[config.mk]
export PLATFORM = sky130hd
export DESIGN_NAME = lvl_irq_ctrl
export DESIGN_NICKNAME = d
export VERILOG_FILES = /design/src/rtl/lvl_irq_ctrl.sv
export SDC_FILE = /design/constraint.sdc
export NUM_CORES = 1
export LEC_CHECK = 0
export BUFFER_PORTS_ARGS = -buffer_cell sky130_fd_sc_hd__buf_2
export CAP_MARGIN = 20
export CORE_MARGIN = 5
export CORE_UTILIZATION = 61
export CTS_BUF_LIST = sky130_fd_sc_hd__clkbuf_8
export DETAILED_ROUTE_END_ITERATION = 7
export GPL_ROUTABILITY_DRIVEN = 0
export MAX_ROUTING_LAYER = met4
export PLACE_DENSITY = 0.87
export SYNTH_ARGS = -nofsm -noshare
export SYNTH_HDL_FRONTEND = slang
export SYNTH_SLANG_ARGS = --single-unit
[constraint.sdc]
create_clock -name clk -period 4.87 [get_ports clk]
set_input_delay 0.2435 -clock clk [delete_from_list [all_inputs] [get_ports clk]]
set_output_delay 0.2435 -clock clk [all_outputs]
set_load 0.01 [all_outputs]
[src/rtl/lvl_irq_ctrl.sv]
module lvl_irq_ctrl #(
  parameter int AW   = 16,
  parameter int NEST = 6
) (
  input  logic          clk,
  input  logic          rst_n,
  input  logic [13:0]   irq_req,
  input  logic [9:0]    dbg_lvl,
  input  logic [AW-1:0] vec_base,
  input  logic          ack,
  input  logic          rti,
  output logic          irq_pending,
  output logic [3:0]    pend_vec,
  output logic [3:0]    vec_num,
  output logic [AW-1:0] vec_addr
);
  localparam int NV = 14;

  logic [1:0]    lvl [NV];
  logic [NV-1:0] en;
  logic [NV-1:0] elig;
  logic [2:0]    stk [NEST];
  logic          found;
  logic [3:0]    win;
  logic [1:0]    win_lvl;
  logic          pend_q;
  logic [3:0]    win_q;
  logic [1:0]    wlvl_q;
  logic          take;

  assign lvl[0]  = 2'd0;  assign en[0]  = 1'b0;
  assign lvl[1]  = 2'd0;  assign en[1]  = 1'b0;
  assign lvl[2]  = 2'd3;  assign en[2]  = 1'b1;
  assign lvl[3]  = 2'd3;  assign en[3]  = 1'b1;
  assign lvl[4]  = 2'd3;  assign en[4]  = 1'b1;
  assign lvl[5]  = 2'd3;  assign en[5]  = 1'b1;
  assign lvl[11] = 2'd2;  assign en[11] = 1'b1;
  assign lvl[12] = 2'd1;  assign en[12] = 1'b1;
  assign lvl[13] = 2'd0;  assign en[13] = 1'b1;

  for (genvar k = 0; k < 5; k++) begin : g_dbg
    assign lvl[6+k] = dbg_lvl[2*k +: 2];
    assign en[6+k]  = |dbg_lvl[2*k +: 2];
  end

  for (genvar i = 0; i < NV; i++) begin : g_elig
    assign elig[i] = irq_req[i] && en[i] &&
                     (({1'b0, lvl[i]} + 3'd1 > stk[0]) || lvl[i] == 2'd3);
  end

  always_comb begin
    found   = 1'b0;
    win     = 4'd0;
    win_lvl = 2'd0;
    for (int l = 3; l >= 0; l--) begin
      for (int i = 0; i < NV; i++) begin
        if (!found && elig[i] && int'(lvl[i]) == l) begin
          found   = 1'b1;
          win     = 4'(i);
          win_lvl = 2'(l);
        end
      end
    end
  end

  assign take = ack && pend_q;

  always_ff @(posedge clk or negedge rst_n) begin
    if (!rst_n) begin
      pend_q   <= 1'b0;
      win_q    <= '0;
      wlvl_q   <= '0;
      vec_num  <= '0;
      vec_addr <= '0;
    end else if (take) begin
      pend_q   <= 1'b0;
      vec_num  <= win_q;
      vec_addr <= vec_base + AW'({win_q, 1'b0});
    end else begin
      pend_q   <= found;
      win_q    <= win;
      wlvl_q   <= win_lvl;
    end
  end

  always_ff @(posedge clk or negedge rst_n) begin
    if (!rst_n) begin
      for (int k = 0; k < NEST; k++) stk[k] <= 3'd0;
    end else if (take) begin
      stk[0] <= {1'b0, wlvl_q} + 3'd1;
      for (int k = 1; k < NEST; k++) stk[k] <= stk[k-1];
    end else if (rti) begin
      for (int k = 0; k < NEST - 1; k++) stk[k] <= stk[k+1];
      stk[NEST-1] <= 3'd0;
    end
  end

  assign irq_pending = pend_q;
  assign pend_vec    = win_q;
endmodule

==> metrics.txt <==
# TYPE chip_impl_metric gauge
chip_impl_metric{name="internal-power",unit="µW"} 646
chip_impl_metric{name="met3_wirelength",unit="µm"} 383
chip_impl_info{name="dr.max_layer_used",value="met4"} 1
chip_impl_metric{name="grt_pass1_vias",unit=""} 2737
chip_impl_metric{name="met2WireLength",unit="µm"} 3490
chip_impl_metric{name="htree_num_levels",unit=""} 2
chip_impl_info{name="synth_top_cells_by_area",value="sky130_fd_sc_hd__dfrtp_1 35%, sky130_fd_sc_hd__ha_1 16%, sky130_fd_sc_hd__nand2_1 8.3%, sky130_fd_sc_hd__mux2i_1 4.7%, sky130_fd_sc_hd__o21ai_0 3.6%"} 1
chip_impl_metric{name="finalWorstPathRequiredPeriod",unit="ns"} 2.78
chip_impl_metric{name="post_synth_instance_area",unit="µm²"} 3200
chip_impl_metric{name="finalMaxSlewViolations",unit=""} 0
chip_impl_metric{name="seqPwrFrac",unit=""} 0.477
chip_impl_info{name="crit_path_end_kind",value="register"} 1
chip_impl_metric{name="width_of_the_die",unit="µm"} 82.4
chip_impl_metric{name="drcViolationCount",unit=""} 0
chip_impl_metric{name="hold_depth",unit=""} 3
chip_impl_metric{name="power.share.clock",unit=""} 0.217
chip_impl_metric{name="worst-endpoint-arrival",unit="ns"} 2.96
chip_impl_info{name="run_status",value="complete, no violations"} 1
chip_impl_metric{name="synth.yosys.warnings",unit=""} 0
chip_impl_metric{name="clk_pin_slew_worst_paths",unit="ns"} 0.07
chip_impl_metric{name="cts.repair.resized",unit=""} 0
chip_impl_metric{name="drive_above_1_share",unit=""} 0.187
chip_impl_info{name="synth_top_flop_cell",value="sky130_fd_sc_hd__dfrtp_1"} 1
chip_impl_metric{name="boundaryPins",unit=""} 69
chip_impl_metric{name="effective_utilization_at_floorplan",unit=""} 0.627
chip_impl_metric{name="drv.max_cap_violation_count",unit=""} 0
chip_impl_metric{name="regToRegSetupSlack",unit="ns"} 2.09
chip_impl_metric{name="first_iter_violations",unit=""} 107
chip_impl_metric{name="number_of_standard_cells_after_synthesis",unit=""} 360
chip_impl_metric{name="antenna_found_initial",unit=""} 0
chip_impl_metric{name="num_rows",unit=""} 26
chip_impl_metric{name="place.port_buffers",unit=""} 66
chip_impl_metric{name="area_growth",unit="%"} 15.6
chip_impl_metric{name="cp_max_fo",unit=""} 6
chip_impl_metric{name="final_util",unit=""} 0.724
chip_impl_metric{name="slew-limit-headroom",unit=""} 0.614
chip_impl_metric{name="final_cell_count_no_fill",unit=""} 497
chip_impl_metric{name="synth.lib_cells_used.distinct",unit=""} 48
chip_impl_metric{name="synth-async-reset-ratio",unit=""} 1.00
chip_impl_info{name="grt_setup_unrepaired",value="false"} 1
chip_impl_metric{name="synthesis.area_per_instance",unit="µm²"} 8.89
chip_impl_metric{name="num_antenna_cells",unit=""} 0
chip_impl_metric{name="synth.ff_latch_count",unit=""} 45
chip_impl_info{name="worst-setup-path-type",value="register to register"} 1
chip_impl_info{name="holdPathEnd",value="vec_addr[0]"} 1
chip_impl_metric{name="tritoncts_num_sinks",unit=""} 45
chip_impl_info{name="synth_commonest_cells",value="71 x sky130_fd_sc_hd__nand2_1, 45 x sky130_fd_sc_hd__dfrtp_1, 40 x sky130_fd_sc_hd__ha_1, 23 x sky130_fd_sc_hd__inv_1, 23 x sky130_fd_sc_hd__o21ai_0"} 1
chip_impl_metric{name="die_height",unit="µm"} 82.4
chip_impl_metric{name="globalRouteOverflowTotal",unit=""} 0
chip_impl_metric{name="synth-edff-count",unit=""} 0
chip_impl_metric{name="pin_count_of_the_biggest_net_entering_global_routing",unit=""} 47
chip_impl_info{name="yosysMostFrequentCell",value="sky130_fd_sc_hd__nand2_1"} 1
chip_impl_metric{name="placeableCoreArea",unit="µm²"} 5110
chip_impl_metric{name="max_clock_skew",unit="ns"} 0.00413
chip_impl_metric{name="p_per_area",unit="nW/µm²"} 261
chip_impl_info{name="crit-reg2reg-capture",value="pend_vec[1]"} 1
chip_impl_metric{name="power.share.combinational",unit=""} 0.306
chip_impl_metric{name="cts_hold_buffers",unit=""} 0
chip_impl_metric{name="worstRegToRegCells",unit=""} 9
chip_impl_metric{name="met1_wire_length",unit="µm"} 2820
chip_impl_metric{name="clockBufferDepth",unit=""} 2
chip_impl_metric{name="post-place-cells",unit=""} 487
chip_impl_metric{name="worst_pin_slew",unit="ns"} 0.565
chip_impl_metric{name="via_per_inst",unit=""} 5.63
chip_impl_metric{name="timing.critical_path.required",unit="ns"} 5.05
chip_impl_info{name="cts_tree",value="done"} 1
chip_impl_metric{name="post_dp_cell_area",unit="µm²"} 3590
chip_impl_metric{name="hold_slack",unit="ns"} 0.138
chip_impl_metric{name="route.vias.total",unit=""} 2797
chip_impl_metric{name="syn_nets",unit=""} 445
chip_impl_metric{name="hold_violations",unit=""} 0
chip_impl_metric{name="max_clock_freq",unit="MHz"} 360
chip_impl_metric{name="total_wirelength_of_the_detailed_routed_design",unit="µm"} 6820
chip_impl_info{name="hold_path.startpoint",value="vec_base[0]"} 1
chip_impl_metric{name="grt_pass1_wl",unit="µm"} 11600
chip_impl_metric{name="cp_slowest_stage_delay",unit="ns"} 0.42
chip_impl_metric{name="worst_slack",unit="ns"} 2.09
chip_impl_metric{name="switching_part_of_the_total_power",unit=""} 0.331
chip_impl_metric{name="half_perimeter_wire_length_after_placement",unit="µm"} 5280
chip_impl_metric{name="final-setup-viol-count",unit=""} 0
chip_impl_metric{name="grt_use_total",unit=""} 0.225
chip_impl_info{name="cts_root_buf",value="sky130_fd_sc_hd__clkbuf_8"} 1
chip_impl_metric{name="power",unit="µW"} 966
chip_impl_metric{name="drtPass1Iterations",unit=""} 4
chip_impl_info{name="critical_path.slowest_cell",value="sky130_fd_sc_hd__dfrtp_1"} 1
chip_impl_metric{name="detail-route-antenna-nets",unit=""} 0
chip_impl_metric{name="die_area",unit="µm²"} 6800
chip_impl_info{name="regToRegStartpoint",value="stk[17]"} 1
chip_impl_metric{name="cts_setup_buffers",unit=""} 0
chip_impl_metric{name="design_area_final",unit="µm²"} 3700
chip_impl_info{name="crit_chain",value="inv_1, ha_1, and3_1, a211oi_1, o21ai_1, and4_1, and2_1, a221o_1, o32a_1"} 1
chip_impl_metric{name="netlist.area_leader.share",unit=""} 0.352
chip_impl_metric{name="drt-wirelength-per-cell",unit="µm"} 13.7
chip_impl_metric{name="finalNetCount",unit=""} 511
chip_impl_metric{name="power.leakage",unit="nW"} 1.93
chip_impl_info{name="post-synth-top-area-cell",value="sky130_fd_sc_hd__dfrtp_1"} 1
chip_impl_metric{name="clock_insertion_delay_worst_skew",unit="ns"} 0.29
chip_impl_info{name="timing.hold.worst.class",value="input port to register"} 1
chip_impl_metric{name="worst_slack_at_placement",unit="ns"} 2.03
chip_impl_metric{name="post-route-period-util",unit=""} 0.571
chip_impl_metric{name="vdd.ir_drop.worst",unit="V"} 0.000149
chip_impl_metric{name="num_cts_buffers",unit=""} 5
chip_impl_metric{name="timing.setup.tns",unit="ns"} 0
chip_impl_info{name="critical_path.startpoint_type",value="register"} 1
chip_impl_metric{name="ys_seq_area_frac",unit=""} 0.352
chip_impl_metric{name="switching_power",unit="µW"} 320
==> cells by family after synthesis <==
| logic type | after synthesis | synth area share |
|---|---|---|
| DFF | 45 | 0.352 |
| adders and majority gates | 41 | 0.163 |
| muxes | 15 | 0.0469 |
| AOI/OAI and AO/OA | 73 | 0.140 |
| and+or+nand+nor | 140 | 0.225 |
| xor gates and xnor gates | 12 | 0.0328 |
| buffers and inverters | 34 | 0.0410 |
==> power by group through the flow <==
stage / clock network (mW) / logic [mW] / registers (mW)
floorplan: 0 / 0.170 / 0.478
global placement: 0 / 0.280 / 0.465
detailed placement: 0 / 0.295 / 0.468
CTS: 0.214 / 0.296 / 0.460
global route: 0.230 / 0.339 / 0.466
finish: 0.210 / 0.296 / 0.461
==> sequential cells by signal, indices dropped and copies added (netlist names) <==
name	count
vec_addr	16
pend_vec	4
wlvl_q	2
irq_pending	1
stk	18
vec_num	4
==> cells in the final DEF (no fill, tap or decap), types with 6 or more instances in the layout <==
master / n
sky130_fd_sc_hd__nand2_1: 71
sky130_fd_sc_hd__buf_2: 66
sky130_fd_sc_hd__dfrtp_1: 45
sky130_fd_sc_hd__ha_1: 40
sky130_fd_sc_hd__inv_1: 26
sky130_fd_sc_hd__o21ai_0: 23
sky130_fd_sc_hd__nor2_1: 15
sky130_fd_sc_hd__o21ai_1: 15
sky130_fd_sc_hd__mux2i_1: 15
sky130_fd_sc_hd__a21oi_1: 11
sky130_fd_sc_hd__and3_1: 8
sky130_fd_sc_hd__nand3b_1: 7
sky130_fd_sc_hd__xor2_1: 7
sky130_fd_sc_hd__nor2b_1: 6
sky130_fd_sc_hd__nor3_1: 6
==> how the worst max path moves through the flow <==
| stage | startpoint | end | slack, ns | cells after the start |
|---|---|---|---|---|
| floorplan | dbg_lvl[0] | pend_vec[1] | 2.37 | 10 |
| global placement | dbg_lvl[0] | pend_vec[1] | 2.07 | 11 |
| detailed placement | dbg_lvl[4] | pend_vec[1] | 2.03 | 11 |
| CTS | stk[17] | pend_vec[1] | 2.10 | 9 |
| global route | stk[16] | pend_vec[1] | 1.84 | 7 |
| finish | stk[17] | pend_vec[1] | 2.09 | 9 |
==> critical path, delay by kind of cell, from the launching register on <==
kind	cells	cell delay, ns
buffers and inverters	1	0.23
adder cells (fa/ha/maj)	1	0.30
flip-flops	1	0.42
AO/OA/AOI/OAI	4	1.10
AND/OR/NAND/NOR	3	0.62
==> area by class of cell <==
class	instances	area (µm²)
multi-input cells	281	1940
repair buffers	70	375
inverters	23	86.3
clock inverters	3	11.3
flip-flops and latches	45	1130
clock buffers	5	68.8
fillers	402	1410
well taps	70	87.6
==> per-layer routing <==
layer / vias up / track usage
met2: 82 / 0.409
li1: 1382 / -
met3: 11 / 0.0347
met1: 1322 / 0.250
met5: - / -
met4: 0 / 0.0748
Note: power is estimated with default switching activity, not from simulation.
